$ cat src/rtl/bcopy_pkg.sv
package bcopy_pkg;

  typedef enum logic [1:0] {
    PH_IDLE  = 2'd0,
    PH_READ  = 2'd1,
    PH_WRITE = 2'd2
  } phase_t;

  // Strobes from control to datapath
  typedef struct packed {
    logic load;   // capture start operands
    logic grab;   // capture read byte
    logic step;   // advance pointers, count and flags
  } dpCtl_t;

endpackage

$ cat src/rtl/bcopy_dp.sv
module bcopy_dp
  import bcopy_pkg::*;
#(
  parameter int ADDR_W = 16,
  parameter int DATA_W = 8,
  parameter int FLAG_W = 8,
  parameter int N_BIT  = 1,
  parameter int PV_BIT = 2,
  parameter int H_BIT  = 4
) (
  input  logic              clk,
  input  logic              rstN,
  input  dpCtl_t            ctl,
  input  logic              dirDown,
  input  logic [ADDR_W-1:0] srcInit,
  input  logic [ADDR_W-1:0] dstInit,
  input  logic [ADDR_W-1:0] cntInit,
  input  logic [FLAG_W-1:0] flagsIn,
  input  logic [DATA_W-1:0] memRdData,
  output logic [ADDR_W-1:0] srcPtr,
  output logic [ADDR_W-1:0] dstPtr,
  output logic [ADDR_W-1:0] count,
  output logic [FLAG_W-1:0] flagsOut,
  output logic [DATA_W-1:0] dataHold,
  output logic              lastIter
);

  localparam logic [FLAG_W-1:0] PV_MASK  = FLAG_W'(1) << PV_BIT;
  localparam logic [FLAG_W-1:0] CLR_MASK = (FLAG_W'(1) << N_BIT) |
                                           (FLAG_W'(1) << H_BIT) | PV_MASK;

  logic              dirQ;
  logic [ADDR_W-1:0] stepVal;
  logic [ADDR_W-1:0] cntNext;
  logic [FLAG_W-1:0] flagsNext;

  always_comb begin
    stepVal   = dirQ ? {ADDR_W{1'b1}} : ADDR_W'(1);
    cntNext   = count - ADDR_W'(1);
    lastIter  = (cntNext == '0);
    flagsNext = (flagsOut & ~CLR_MASK) | (lastIter ? '0 : PV_MASK);
  end

  always_ff @(posedge clk) begin
    if (!rstN) begin
      srcPtr   <= '0;
      dstPtr   <= '0;
      count    <= '0;
      flagsOut <= '0;
      dataHold <= '0;
      dirQ     <= 1'b0;
    end else begin
      if (ctl.load) begin
        srcPtr   <= srcInit;
        dstPtr   <= dstInit;
        count    <= cntInit;
        flagsOut <= flagsIn;
        dirQ     <= dirDown;
      end
      if (ctl.grab) begin
        dataHold <= memRdData;
      end
      if (ctl.step) begin
        srcPtr   <= srcPtr + stepVal;
        dstPtr   <= dstPtr + stepVal;
        count    <= cntNext;
        flagsOut <= flagsNext;
      end
    end
  end

endmodule

$ cat src/rtl/bcopy_ctrl.sv
module bcopy_ctrl
  import bcopy_pkg::*;
(
  input  logic   clk,
  input  logic   rstN,
  input  logic   start,
  input  logic   repeatMode,
  input  logic   memReady,
  input  logic   lastIter,
  output dpCtl_t ctl,
  output logic   memRe,
  output logic   memWe,
  output logic   busy,
  output logic   done
);

  phase_t phase, phaseNext;
  logic   repQ;
  logic   doneNext;

  always_comb begin
    phaseNext = phase;
    ctl       = '0;
    memRe     = 1'b0;
    memWe     = 1'b0;
    doneNext  = 1'b0;
    case (phase)
      PH_IDLE: begin
        if (start) begin
          ctl.load  = 1'b1;
          phaseNext = PH_READ;
        end
      end
      PH_READ: begin
        memRe = 1'b1;
        if (memReady) begin
          ctl.grab  = 1'b1;
          phaseNext = PH_WRITE;
        end
      end
      PH_WRITE: begin
        memWe = 1'b1;
        if (memReady) begin
          ctl.step = 1'b1;
          if (repQ && !lastIter) begin
            phaseNext = PH_READ;
          end else begin
            phaseNext = PH_IDLE;
            doneNext  = 1'b1;
          end
        end
      end
      default: phaseNext = PH_IDLE;
    endcase
  end

  always_ff @(posedge clk) begin
    if (!rstN) begin
      phase <= PH_IDLE;
      repQ  <= 1'b0;
      done  <= 1'b0;
    end else begin
      phase <= phaseNext;
      done  <= doneNext;
      if (ctl.load) repQ <= repeatMode;
    end
  end

  assign busy = (phase != PH_IDLE);

endmodule

$ cat src/rtl/bcopy_top.sv
module bcopy_top
  import bcopy_pkg::*;
#(
  parameter int ADDR_W = 16,
  parameter int DATA_W = 8,
  parameter int FLAG_W = 8,
  parameter int N_BIT  = 1,
  parameter int PV_BIT = 2,
  parameter int H_BIT  = 4
) (
  input  logic              clk,
  input  logic              rstN,
  input  logic              start,
  input  logic              dirDown,
  input  logic              repeatMode,
  input  logic [ADDR_W-1:0] srcInit,
  input  logic [ADDR_W-1:0] dstInit,
  input  logic [ADDR_W-1:0] cntInit,
  input  logic [FLAG_W-1:0] flagsIn,
  output logic [ADDR_W-1:0] memAddr,
  input  logic [DATA_W-1:0] memRdData,
  output logic [DATA_W-1:0] memWrData,
  output logic              memRe,
  output logic              memWe,
  input  logic              memReady,
  output logic [ADDR_W-1:0] srcPtr,
  output logic [ADDR_W-1:0] dstPtr,
  output logic [ADDR_W-1:0] count,
  output logic [FLAG_W-1:0] flagsOut,
  output logic              busy,
  output logic              done
);

  dpCtl_t ctl;
  logic   lastIter;

  bcopy_ctrl u_ctrl (
    .clk        (clk),
    .rstN       (rstN),
    .start      (start),
    .repeatMode (repeatMode),
    .memReady   (memReady),
    .lastIter   (lastIter),
    .ctl        (ctl),
    .memRe      (memRe),
    .memWe      (memWe),
    .busy       (busy),
    .done       (done)
  );

  bcopy_dp #(
    .ADDR_W (ADDR_W),
    .DATA_W (DATA_W),
    .FLAG_W (FLAG_W),
    .N_BIT  (N_BIT),
    .PV_BIT (PV_BIT),
    .H_BIT  (H_BIT)
  ) u_dp (
    .clk       (clk),
    .rstN      (rstN),
    .ctl       (ctl),
    .dirDown   (dirDown),
    .srcInit   (srcInit),
    .dstInit   (dstInit),
    .cntInit   (cntInit),
    .flagsIn   (flagsIn),
    .memRdData (memRdData),
    .srcPtr    (srcPtr),
    .dstPtr    (dstPtr),
    .count     (count),
    .flagsOut  (flagsOut),
    .dataHold  (memWrData),
    .lastIter  (lastIter)
  );

  assign memAddr = memWe ? dstPtr : srcPtr;

endmodule

$ cat config.mk
export PLATFORM = sky130hd
export DESIGN_NAME = bcopy_top
export DESIGN_NICKNAME = d
export VERILOG_FILES = /design/src/rtl/bcopy_pkg.sv /design/src/rtl/bcopy_dp.sv /design/src/rtl/bcopy_ctrl.sv /design/src/rtl/bcopy_top.sv
export SDC_FILE = /design/constraint.sdc
export NUM_CORES = 1
export LEC_CHECK = 0
export BUFFER_PORTS_ARGS = -buffer_cell sky130_fd_sc_hd__buf_4
export CAP_MARGIN = 40
export CELL_PAD_IN_SITES_DETAIL_PLACEMENT = 1
export CELL_PAD_IN_SITES_GLOBAL_PLACEMENT = 2
export CORE_MARGIN = 4
export CORE_UTILIZATION = 32
export DETAILED_ROUTE_END_ITERATION = 10
export PLACE_DENSITY_LB_ADDON = 0.1
export REMOVE_ABC_BUFFERS = 1
export SKIP_LAST_GASP = 1
export SYNTH_ARGS = -nofsm -noshare
export SYNTH_HDL_FRONTEND = slang
export SYNTH_HIERARCHICAL = 1
export SYNTH_SLANG_ARGS = --single-unit
$ cat constraint.sdc
create_clock -name clk -period 5.88 [get_ports clk]
set_input_delay 1.47 -clock clk [delete_from_list [all_inputs] [get_ports clk]]
set_output_delay 1.47 -clock clk [all_outputs]
set_load 0.01 [all_outputs]
# After elaboration in Yosys (flattened, before gate mapping)
# Cells that the tools add are included.
[classes]
add_sub_neg = 3
eq_ne = 5
muxes = 24
bitwise_logic = 1
reduce_logical = 8
[op_table]
columns = ["cell", "count"]
rows = [
  ["two-way mux 16 bit", 8],
  ["adder 16 bit", 2],
  ["logical NOT 16 bit", 1],
  ["two-way mux 8 bit", 2],
  ["subtractor 16 x 1 -> 16 bit, second input constant", 1],
  ["two-way mux 1 bit", 9],
  ["OR 8 bit", 1],
  ["two-way mux 2 bit", 3],
  ["inequality test 2 bit, second input constant", 3],
  ["one-hot mux 2 bit (3 select lines)", 1],
  ["AND reduction 3 bit", 2],
  ["nonzero test 2 bit", 2],
  ["two-way mux 3 bit", 1],
  ["equality test 2 x 1 -> 1 bit, second input constant", 1],
  ["equality test 2 bit, second input constant", 1],
  ["logical NOT 2 bit", 1],
  ["logical AND 1 bit", 1],
  ["logical NOT 1 bit", 1],
]
[word_totals]
register_bits = 69
inputBits = 70
wordCells = 50

# Depth between registers and ports, before layout
# Gate-level depths: netlist of run 1.
[logic_depth]
ltp_word = 7
mapped_depth = 10

# Hierarchy
# Netlist of run 1, hierarchy kept.
[by_module_without_submodules]
columns = ["module", "instances", "cells_per_inst", "area_per_inst_um2"]
rows = [
  ["bcopy_dp", 1, 550, 4536.9],
  ["bcopy_top", 1, 18, 249.0],
  ["bcopy_ctrl", 1, 22, 197.7],
]

# Least setup slack after synthesis of run 1
# OpenSTA, ideal clock, no wires.
[synth_timing]
path_kind = "input to register"
start = "input port start"
end = "register u_dp.srcPtr[10]"
setup_time_ps = 132
arrival_ps = 2881
t_required_ps = 5748
path_slack_ps = 2867
path_stages = 6
path_buffers = 2
cell_sequence = "nor3b_1 clkbuf_1 clkbuf_1 mux2_2 o21ai_0 a21oi_1"
[synth_between]
elab_chain_cells = 3
[synth_lines]
columns = ["item", "line_no", "rtl"]
rows = [
  ["start: declaration", "bcopy_top.sv:13", "input logic start,"],
  ["two-way mux 1 bit", "bcopy_ctrl.sv:29", "if (start) begin"],
  ["two-way mux 1 bit", "bcopy_ctrl.sv:27", "case (phase)"],
  ["nonzero test 2 bit (no source line)", "n/a", ""],
  ["end signal: assignment", "bcopy_dp.sv:54", "srcPtr <= srcInit;"],
  ["end signal: assignment", "bcopy_dp.sv:64", "srcPtr <= srcPtr + stepVal;"],
  ["end: declaration", "bcopy_dp.sv:20", "output logic [ADDR_W-1:0] srcPtr,"],
]
# Every way passes these cells.
# A chain may end at the register's enable or synchronous reset.

# Final worst setup path of run 1
[layout_timing]
start = "register u_ctrl.phase[1]"
end = "output port memAddr[13]"
[layout_between]
elab_chain_cells = 3
[layout_lines]
columns = ["item", "line_no", "rtl"]
rows = [
  ["start: declaration", "bcopy_ctrl.sv:17", "phase_t phase, phaseNext;"],
  ["start signal: assignment", "bcopy_ctrl.sv:63", "phase <= phaseNext;"],
  ["equality test 2 bit", "bcopy_ctrl.sv:27", ""],
  ["two-way mux 1 bit", "bcopy_ctrl.sv:27", ""],
  ["two-way mux 16 bit", "bcopy_top.sv:76", "assign memAddr = memWe ? dstPtr : srcPtr;"],
  ["end: declaration", "bcopy_top.sv:20", "output logic [ADDR_W-1:0] memAddr,"],
]
# Every way passes these cells.

==> run_results.csv, run 1 <==
group,metric,value,unit
run_status,status,"finished, final reports clean",
timing,finalHoldViolCount,0,
power,power_frac_clock,35.6,%
clocking,cts_root_buffer,"clkbuf_16",
global_route,use_met3,5.44,%
critical_path,r2r_slack,2.86,ns
die,die_h,133,µm
detailed_routing,wl_per_cell,18.7,µm
power,p_leak,2.90,nW
synthesis,syn-cell-area,0.00498,mm²
synthesis,ys_warn_count,6,
timing,setup_viol,0,
finish,multi_input_area,0.00335,mm²
die,rows,45,
clocking,numCtsBuffers,9,
placement,port_buffers,153,
power,intPower,1.01,mW
global_route,antenna_found_initial,0,
synthesis,synth_flop_cell,"dfxtp_1",
clocking,post_cts_resize_count,0,
global_route,grt_max_degree,61,
finish,n_fill_cell,1838,
detailed_routing,final_antenna_net_count,0,
power,switching_share,33.9,%
clocking,cts_max_level,3,
finish,layout.nets,829,
placement,hpwl,13.0,mm
critical_path,crit_arrival,2.17,ns
clocking,hold_buffers,0,
power,power_switching,0.519,mW
power,p_seq_share,35.9,%
finish,num_antenna_cells,0,
timing,period_minus_slack,3.64,ns
power,combPwrFrac,28.5,%
die,boundaryPins,154,
clocking,clk_latency,0.35,ns
power,vdd_drop_max,0.000174,V
die,die_area,0.0176,mm²
timing,min_period_over_period,61.9,%
global_route,grt_busiest_layer,"met2",
global_route,grt_pass1_vias,5421,
die,die_x,133,µm
clocking,clockBufferDepth,2,
global_route,grt_pass1_wl,28.1,mm
timing,rsz0062_at_grt,"false",
synthesis,postSynthCellCount,590,
placement,finalWeightedCongestion,0.846,
run,drv_cap,0,
finish,final_area,0.00655,mm²
detailed_routing,drc_errors,0,
timing,max_freq,275,MHz
critical_path,crit_path_start_kind,"flip-flop",
synthesis,ys_types,70,
power,power.total,1.53,mW
die,core,0.0152,mm²
timing,worstMarginPinSlew,0.822,ns
timing,slew_headroom,45.0,%
global_route,grt_use_total,19.6,%
clocking,clk_pin_slew,0.07,ns
synthesis,synth_edf_count,0,
timing,holdWs,0.466,ns
finish,seq_area,0.00138,mm²
power,powerDensity,234,mW/mm²
placement,place_area,0.00626,mm²
detailed_routing,routed_via_density,5.48,
global_route,grt_overflow,0,
finish,final_layout_size_suffix_gt1_share,30.7,%
synthesis,async_reset_ff_share,0,%
synthesis,synth.avg_cell_area,8.45,µm²
synthesis,yosysSeqAreaShare,27.7,%
clocking,clock_sinks,69,
worst_hold_path,holdCritPathClass,"reg2reg",
global_route,use_met1,23.2,%
detailed_routing,dr.pass1.iters,4,
clocking,cts_tree,"built",
critical_path,crit_type,"reg2out",
die,initial_utilization,32.8,%
detailed_routing,vias,5037,
critical_path,critPathMaxFanout,12,
synthesis,ys_seq_elements,69,
clocking,cts_setup_buffers,0,
timing,drv_slew,0,
detailed_routing,wl,17.2,mm
critical_path,required,4.41,ns
timing,finalClockSkew,0.00797,ns
detailed_routing,drt_iter0_markers,170,
finish,area_growth,31.4,%
critical_path,critPathCaptureType,"output pin",
global_route,globalRouteMet2Util,34.8,%
## routing by layer
layer  wire length, µm  part of all wire, %
met1              7410                   43
met5                 0                    0
met4               252                  1.5
met2              8590                   50
met3               992                  5.8
## synth_stat cells, types with 3 or more instances
cell type | n | share of area [%]
dfxtp_1 | 69 | 28
a21oi_1 | 54 | 5.4
nand2_1 | 49 | 3.7
nor2_1 | 46 | 3.5
o21ai_0 | 42 | 4.2
mux2i_1 | 31 | 6.2
ha_1 | 30 | 7.5
a211oi_1 | 25 | 3.8
clkbuf_1 | 22 | 1.7
mux2_2 | 18 | 4.1
inv_1 | 16 | 1.2
xor2_1 | 14 | 2.5
xnor2_1 | 13 | 2.3
nand3_1 | 12 | 1.2
mux2_4 | 10 | 3.0
nor2b_1 | 8 | 1.0
a21o_1 | 7 | 1.1
a31oi_1 | 7 | 0.88
nor3_1 | 7 | 0.70
o21a_1 | 7 | 1.1
o211a_1 | 6 | 1.2
o22ai_1 | 6 | 0.75
nor4_1 | 5 | 0.63
or3_1 | 5 | 0.63
and2_1 | 4 | 0.50
and3_1 | 4 | 0.50
buf_1 | 4 | 0.30
buf_6 | 4 | 0.90
nand2b_1 | 4 | 0.50
o2111ai_1 | 4 | 0.70
or2_2 | 4 | 0.50
a2111oi_0 | 3 | 0.53
buf_2 | 3 | 0.30
nand4_1 | 3 | 0.38
nand4b_1 | 3 | 0.53
## cell type report
type	instances	area share [%]
Timing Repair Buffer	162	18.8
Inverter	17	0.975
Sequential cell	69	21.1
Clock buffer	9	3.44
Clock inverter	7	0.975
Multi-Input combinational cell	468	51.1
Tap cell	188	3.59
## per-stage QoR
step	worst slack [ns]	util, %	instances	TNS (ns)
after floorplan	-1.24	-	554	-28.45
after global placement	2.36	41.0	903	0
after detailed placement	2.40	41.2	904	0
after CTS	2.18	43.1	920	0
after global routing	2.12	43.1	920	0
final	2.24	43.1	920	0
## placed cells by master (no fill, tap or decap), types with 9 or more instances in the layout
cell type,count
mux2_2,18
dfxtp_1,69
o21ai_0,42
xor2_1,14
xnor2_1,13
a211oi_1,25
nand3_1,12
mux2i_1,31
nor2_1,46
inv_1,16
clkbuf_16,9
buf_4,161
mux2_4,10
nand2_1,49
a21oi_1,54
ha_1,30
## worst max-delay path, stage by stage, from the launching register on
cell and delay, ns:
dfxtp_1 0.44, nor2b_2 0.48, buf_4 0.37, mux2_2 0.38, buf_4 0.14
## state kept, by name, summed over array words and instances (netlist names)
signal and cells:
u_dp/count 16, u_dp/dstPtr 16, u_dp/srcPtr 16, u_dp/dataHold 8
u_dp/flagsOut 8, u_ctrl/phase 2, u_ctrl/done 1, u_ctrl/repQ 1
u_dp/dirQ 1
## worst paths after layout
check	start	to	depth (start not counted)
worst max register to register	u_dp/dirQ	u_dp/srcPtr[12]	8
worst min-delay path	u_dp/flagsOut[0]	u_dp/flagsOut[0]	2
worst min register to register	u_dp/flagsOut[0]	u_dp/flagsOut[0]	2
worst max-delay path	u_ctrl/phase[1]	memAddr[13]	4
## power by group through the flow
stage	clock, mW	sequential, mW	combinational [mW]
floorplan	0	0.562	0.252
global placement	0	0.559	0.427
detailed placement	0	0.561	0.439
CTS	0.561	0.551	0.441
global route	0.580	0.557	0.482
finish	0.544	0.549	0.437
## kinds of logic (layout without fill, tap and decap cells)
| group | Yosys count | after routing | synth area share (%) |
|---|---|---|---|
| fa+ha+maj | 32 | 32 | 8.34 |
| flops | 69 | 69 | 27.7 |
| xor+xnor | 27 | 27 | 4.75 |
| buf+inv | 53 | 195 | 5.27 |
| compound gates | 183 | 183 | 23.6 |
| simple gates | 167 | 167 | 17.0 |
| mux | 59 | 59 | 13.3 |
Power figures use the tool's default switching activity.
==> run 2, diff against run 1 <==
CORE_UTILIZATION = 30   (was 32)
clock period = 3.7 ns   (was 5.88 ns; I/O delays follow)
==> run_results.csv, run 2 (same netlist as run 1, synthesis figures left out) <==
group,metric,value,unit
timing,slew_headroom,52.3,%
clocking,cts_setup_buffers,0,
timing,min_period_over_period,79.8,%
detailed_routing,routed_via_density,5.21,
clocking,cts_root_buffer,"clkbuf_16",
finish,final_cell_mix,"buf_4, dfxtp_1, a21oi_1",
timing,finalHoldViolCount,0,
clocking,cts_tree,"built",
critical_path,path_cells,"inv_1, fa_1, nor2b_1, o2111ai_1, a31oi_1, o2111ai_1, mux2i_1, or2_2",
detailed_routing,drc_errors,0,
timing,rsz0062_at_grt,"false",
critical_path,crit_arrival,3.18,ns
critical_path,cp_common_cell,"o2111ai_1",
finish,reg_top3,"u_dp/count (16), u_dp/dstPtr (16), u_dp/srcPtr (16)",
clocking,clock_sinks,69,
power,p_leak,2.91,nW
finish,area_growth,32.2,%
timing,setup_tns,0,ns
finish,layout.nets,829,
die,boundaryPins,154,
critical_path,max_stage_delay,0.78,ns
clocking,hold_buffers,0,
placement,pre_cts_slack,0.704,ns
worst_hold_path,holdCritStartpoint,"u_dp/flagsOut[7]",
power,power.total,2.47,mW
global_route,grt_use_total,18.1,%
critical_path,cp_top_family,"compound AO/OA/AOI/OAI gates",
critical_path,cp_num_buf_inv,1,
placement,port_buffers,153,
clocking,post_cts_resize_count,0,
finish,final_area,0.00659,mm²
die,die_x,137,µm
placement,place_area,0.00628,mm²
detailed_routing,vias,4941,
clocking,cts_max_level,3,
finish,final_common_cell,"buf_4",
critical_path,reg2reg_from,"u_dp/dirQ",
die,rows,46,
placement,finalWeightedCongestion,0.851,
critical_path,r2r_cells,8,
critical_path,r2r_slack,0.75,ns
clocking,clk_pin_slew,0.07,ns
die,initial_utilization,31.0,%
worst_hold_path,holdCritPathClass,"reg2reg",
critical_path,critPathMaxFanout,17,
global_route,grt_pass1_vias,5201,
power,powerDensity,376,mW/mm²
global_route,antenna_found_initial,0,
finish,num_antenna_cells,0,
critical_path,required,3.93,ns
finish,final_layout_size_suffix_gt1_share,30.7,%
global_route,grt_pass1_wl,26.9,mm
clocking,numCtsBuffers,9,
worst_hold_path,hold_end,"u_dp/flagsOut[7]",
critical_path,cp_slowest_cell,"dfxtp_1",
power,vdd_drop_max,0.000210,V
detailed_routing,final_antenna_net_count,0,
timing,period_minus_slack,2.95,ns
die,die_h,137,µm
detailed_routing,dr.pass1.iters,4,
run,drv_cap,0,
die,die_area,0.0187,mm²
detailed_routing,drt_iter0_markers,147,
clocking,clockBufferDepth,2,
timing,setup_viol,0,
global_route,grt_max_degree,48,
critical_path,crit_path_start_kind,"flip-flop",
placement,hpwl,12.8,mm
timing,finalClockSkew,0.00884,ns
critical_path,crit_type,"reg2reg",
die,core,0.0161,mm²
worst_hold_path,hold_path_depth,2,
critical_path,rr_endpoint,"u_dp/dstPtr[14]",
timing,layout_setup_ws,0.747,ns
detailed_routing,wl_per_cell,17.8,µm
global_route,grt_overflow,0,
timing,worstMarginPinSlew,0.714,ns
detailed_routing,wl,16.9,mm
timing,holdWs,0.468,ns
critical_path,critPathCaptureType,"flip-flop",
clocking,clk_latency,0.34,ns
run_status,status,"finished, final reports clean",
timing,drv_slew,0,
timing,max_freq,339,MHz
run 2: layout make-up:
class                           count  area [µm²]
Clock buffer                        9         225
Clock inverter                      7        81.3
Fill cell                        1898        9470
Inverter                           17        63.8
Multi-Input combinational cell    468        3350
Sequential cell                    69        1380
Tap cell                          216         270
Timing Repair Buffer              162        1220
run 2: worst max path at each step:
stage               depth (start not counted)               to      start
floorplan                                   6    u_dp/count[8]      start
global placement                            8  u_dp/dstPtr[14]  u_dp/dirQ
detailed placement                          8    u_dp/count[8]   memReady
CTS                                         8  u_dp/dstPtr[14]  u_dp/dirQ
global route                                8  u_dp/srcPtr[13]  u_dp/dirQ
finish                                      8  u_dp/dstPtr[14]  u_dp/dirQ
run 2: metal layers:
layer  global-route usage (%)  wire length [µm]  up-vias
li1                         -                 -     2456
met4                     4.49               148        0
met5                        0                 0        -
met3                     3.90               874       13
met2                     31.2              8240       98
met1                     22.9              7620     2374
run 2: worst reg2reg max path, cell delays in order (launching register included):
cell and delay, ns:
dfxtp_1 0.78, inv_1 0.20, fa_1 0.46, nor2b_1 0.19
o2111ai_1 0.19, a31oi_1 0.40, o2111ai_1 0.20, mux2i_1 0.14
or2_2 0.29
run 2: stage by stage:
step / cells / util [%]
after floorplan: 554 / -
after global placement: 932 / 39.1
after detailed placement: 932 / 39.1
after CTS: 948 / 41.0
after global routing: 948 / 41.0
final: 948 / 41.0
run 2: where the power goes:
part / switching (mW) / internal (mW) / total, mW / leakage (nW)
clock network: 0.383 / 0.532 / 0.915 / 0.147
registers: 0.0782 / 0.797 / 0.876 / 0.567
logic: 0.349 / 0.336 / 0.685 / 2.20
==> run 3, diff against run 2 <==
clock period = 3 ns   (was 3.7 ns; I/O delays follow)
==> run_results.csv, run 3 (same netlist as run 1, synthesis figures left out) <==
group,metric,value,unit
run_status,status,"finished, final reports clean",
timing,slew_headroom,54.7,%
timing,drv_slew,0,
critical_path,required,3.21,ns
critical_path,critPathMaxFanout,21,
clocking,clk_pin_slew,0.06,ns
placement,pre_cts_slack,0.352,ns
clocking,cts_max_level,3,
timing,holdWs,0.460,ns
critical_path,crit_arrival,2.92,ns
finish,final_cell_mix,"buf_4, dfxtp_1, a21oi_1",
die,initial_utilization,31.0,%
detailed_routing,dr.pass1.iters,4,
die,core,0.0161,mm²
clocking,hold_buffers,0,
placement,finalWeightedCongestion,0.825,
detailed_routing,vias,4954,
detailed_routing,wl,17.4,mm
worst_hold_path,holdCritPathClass,"reg2reg",
global_route,grt_max_degree,39,
die,die_area,0.0187,mm²
placement,place_area,0.00633,mm²
power,powerDensity,480,mW/mm²
clocking,cts_tree,"built",
timing,layout_setup_ws,0.291,ns
finish,final_common_cell,"buf_4",
timing,setup_viol,0,
clocking,clk_latency,0.34,ns
finish,num_antenna_cells,0,
power,p_leak,2.96,nW
finish,n_fill_cell,1898,
timing,finalClockSkew,0.00456,ns
global_route,antenna_found_initial,0,
global_route,grt_use_total,18.7,%
detailed_routing,drc_errors,0,
clocking,cts_setup_buffers,0,
detailed_routing,wl_per_cell,18.3,µm
timing,period_minus_slack,2.71,ns
timing,min_period_over_period,90.3,%
global_route,grt_pass1_wl,27.6,mm
timing,finalHoldViolCount,0,
run,drv_cap,0,
global_route,grt_overflow,0,
clocking,clockBufferDepth,2,
finish,area_growth,34.0,%
critical_path,crit_path_start_kind,"flip-flop",
detailed_routing,drt_iter0_markers,199,
critical_path,critPathCaptureType,"flip-flop",
timing,setup_tns,0,ns
die,die_x,137,µm
finish,layout.nets,834,
timing,max_freq,369,MHz
detailed_routing,routed_via_density,5.20,
die,die_h,137,µm
die,rows,46,
clocking,numCtsBuffers,9,
clocking,clock_sinks,69,
global_route,grt_pass1_vias,5167,
die,boundaryPins,154,
timing,rsz0062_at_grt,"false",
power,power.total,3.21,mW
critical_path,crit_type,"reg2reg",
finish,final_area,0.00668,mm²
timing,worstMarginPinSlew,0.662,ns
clocking,post_cts_resize_count,0,
finish,reg_top3,"u_dp/count (16), u_dp/dstPtr (16), u_dp/srcPtr (16)",
placement,hpwl,13.2,mm
clocking,cts_root_buffer,"clkbuf_16",
detailed_routing,final_antenna_net_count,0,
placement,port_buffers,153,
power,vdd_drop_max,0.000277,V
finish,final_layout_size_suffix_gt1_share,31.2,%
-- run 3: final cells by class --
class	instances	area, µm²	area share (%)
Multi-Input combinational cell	468	3350	50.1
Sequential cell	69	1380	20.7
Clock inverter	7	124	1.85
Clock buffer	9	225	3.37
Tap cell	216	270	4.05
Inverter	17	63.8	0.955
Timing Repair Buffer	167	1270	19.0
-- run 3: critical path, stage by stage, from the launching register on --
cell       delay (ns)
dfxtp_1          0.39
buf_4            0.32
ha_1             0.38
a2111oi_1        0.60
a211oi_1         0.23
o32ai_1          0.38
xor2_1           0.19
a21oi_1          0.08
-- run 3: final timing paths --
path | from | end | slack [ns] | depth (start not counted)
min reg2reg | u_dp/flagsOut[0] | u_dp/flagsOut[0] | 0.46 | 2
max reg2reg | u_dp/dirQ | u_dp/srcPtr[12] | 0.29 | 7
max | u_dp/dirQ | u_dp/srcPtr[12] | 0.29 | 7
min | u_dp/flagsOut[0] | u_dp/flagsOut[0] | 0.46 | 2
-- run 3: through the flow --
stage	utilization, %	instances
CTS	41.6	953
global route	41.6	953
floorplan	-	554
finish	41.6	953
global placement	39.4	937
detailed placement	39.4	937
-- run 3: per-layer routing --
metal	vias to the layer above	wire (µm)	track usage, %
li1	2460	-	-
met1	2381	7710	23.8
met2	106	8510	32.0
met3	7	1050	5.18
met4	0	128	3.66
met5	-	0	0
-- run 3: report_power, final --
part / leakage [nW] / internal, mW / switching, mW
registers: 0.567 / 0.984 / 0.0923
clock network: 0.166 / 0.817 / 0.450
logic: 2.23 / 0.424 / 0.442
total: 2.96 / 2.22 / 0.984
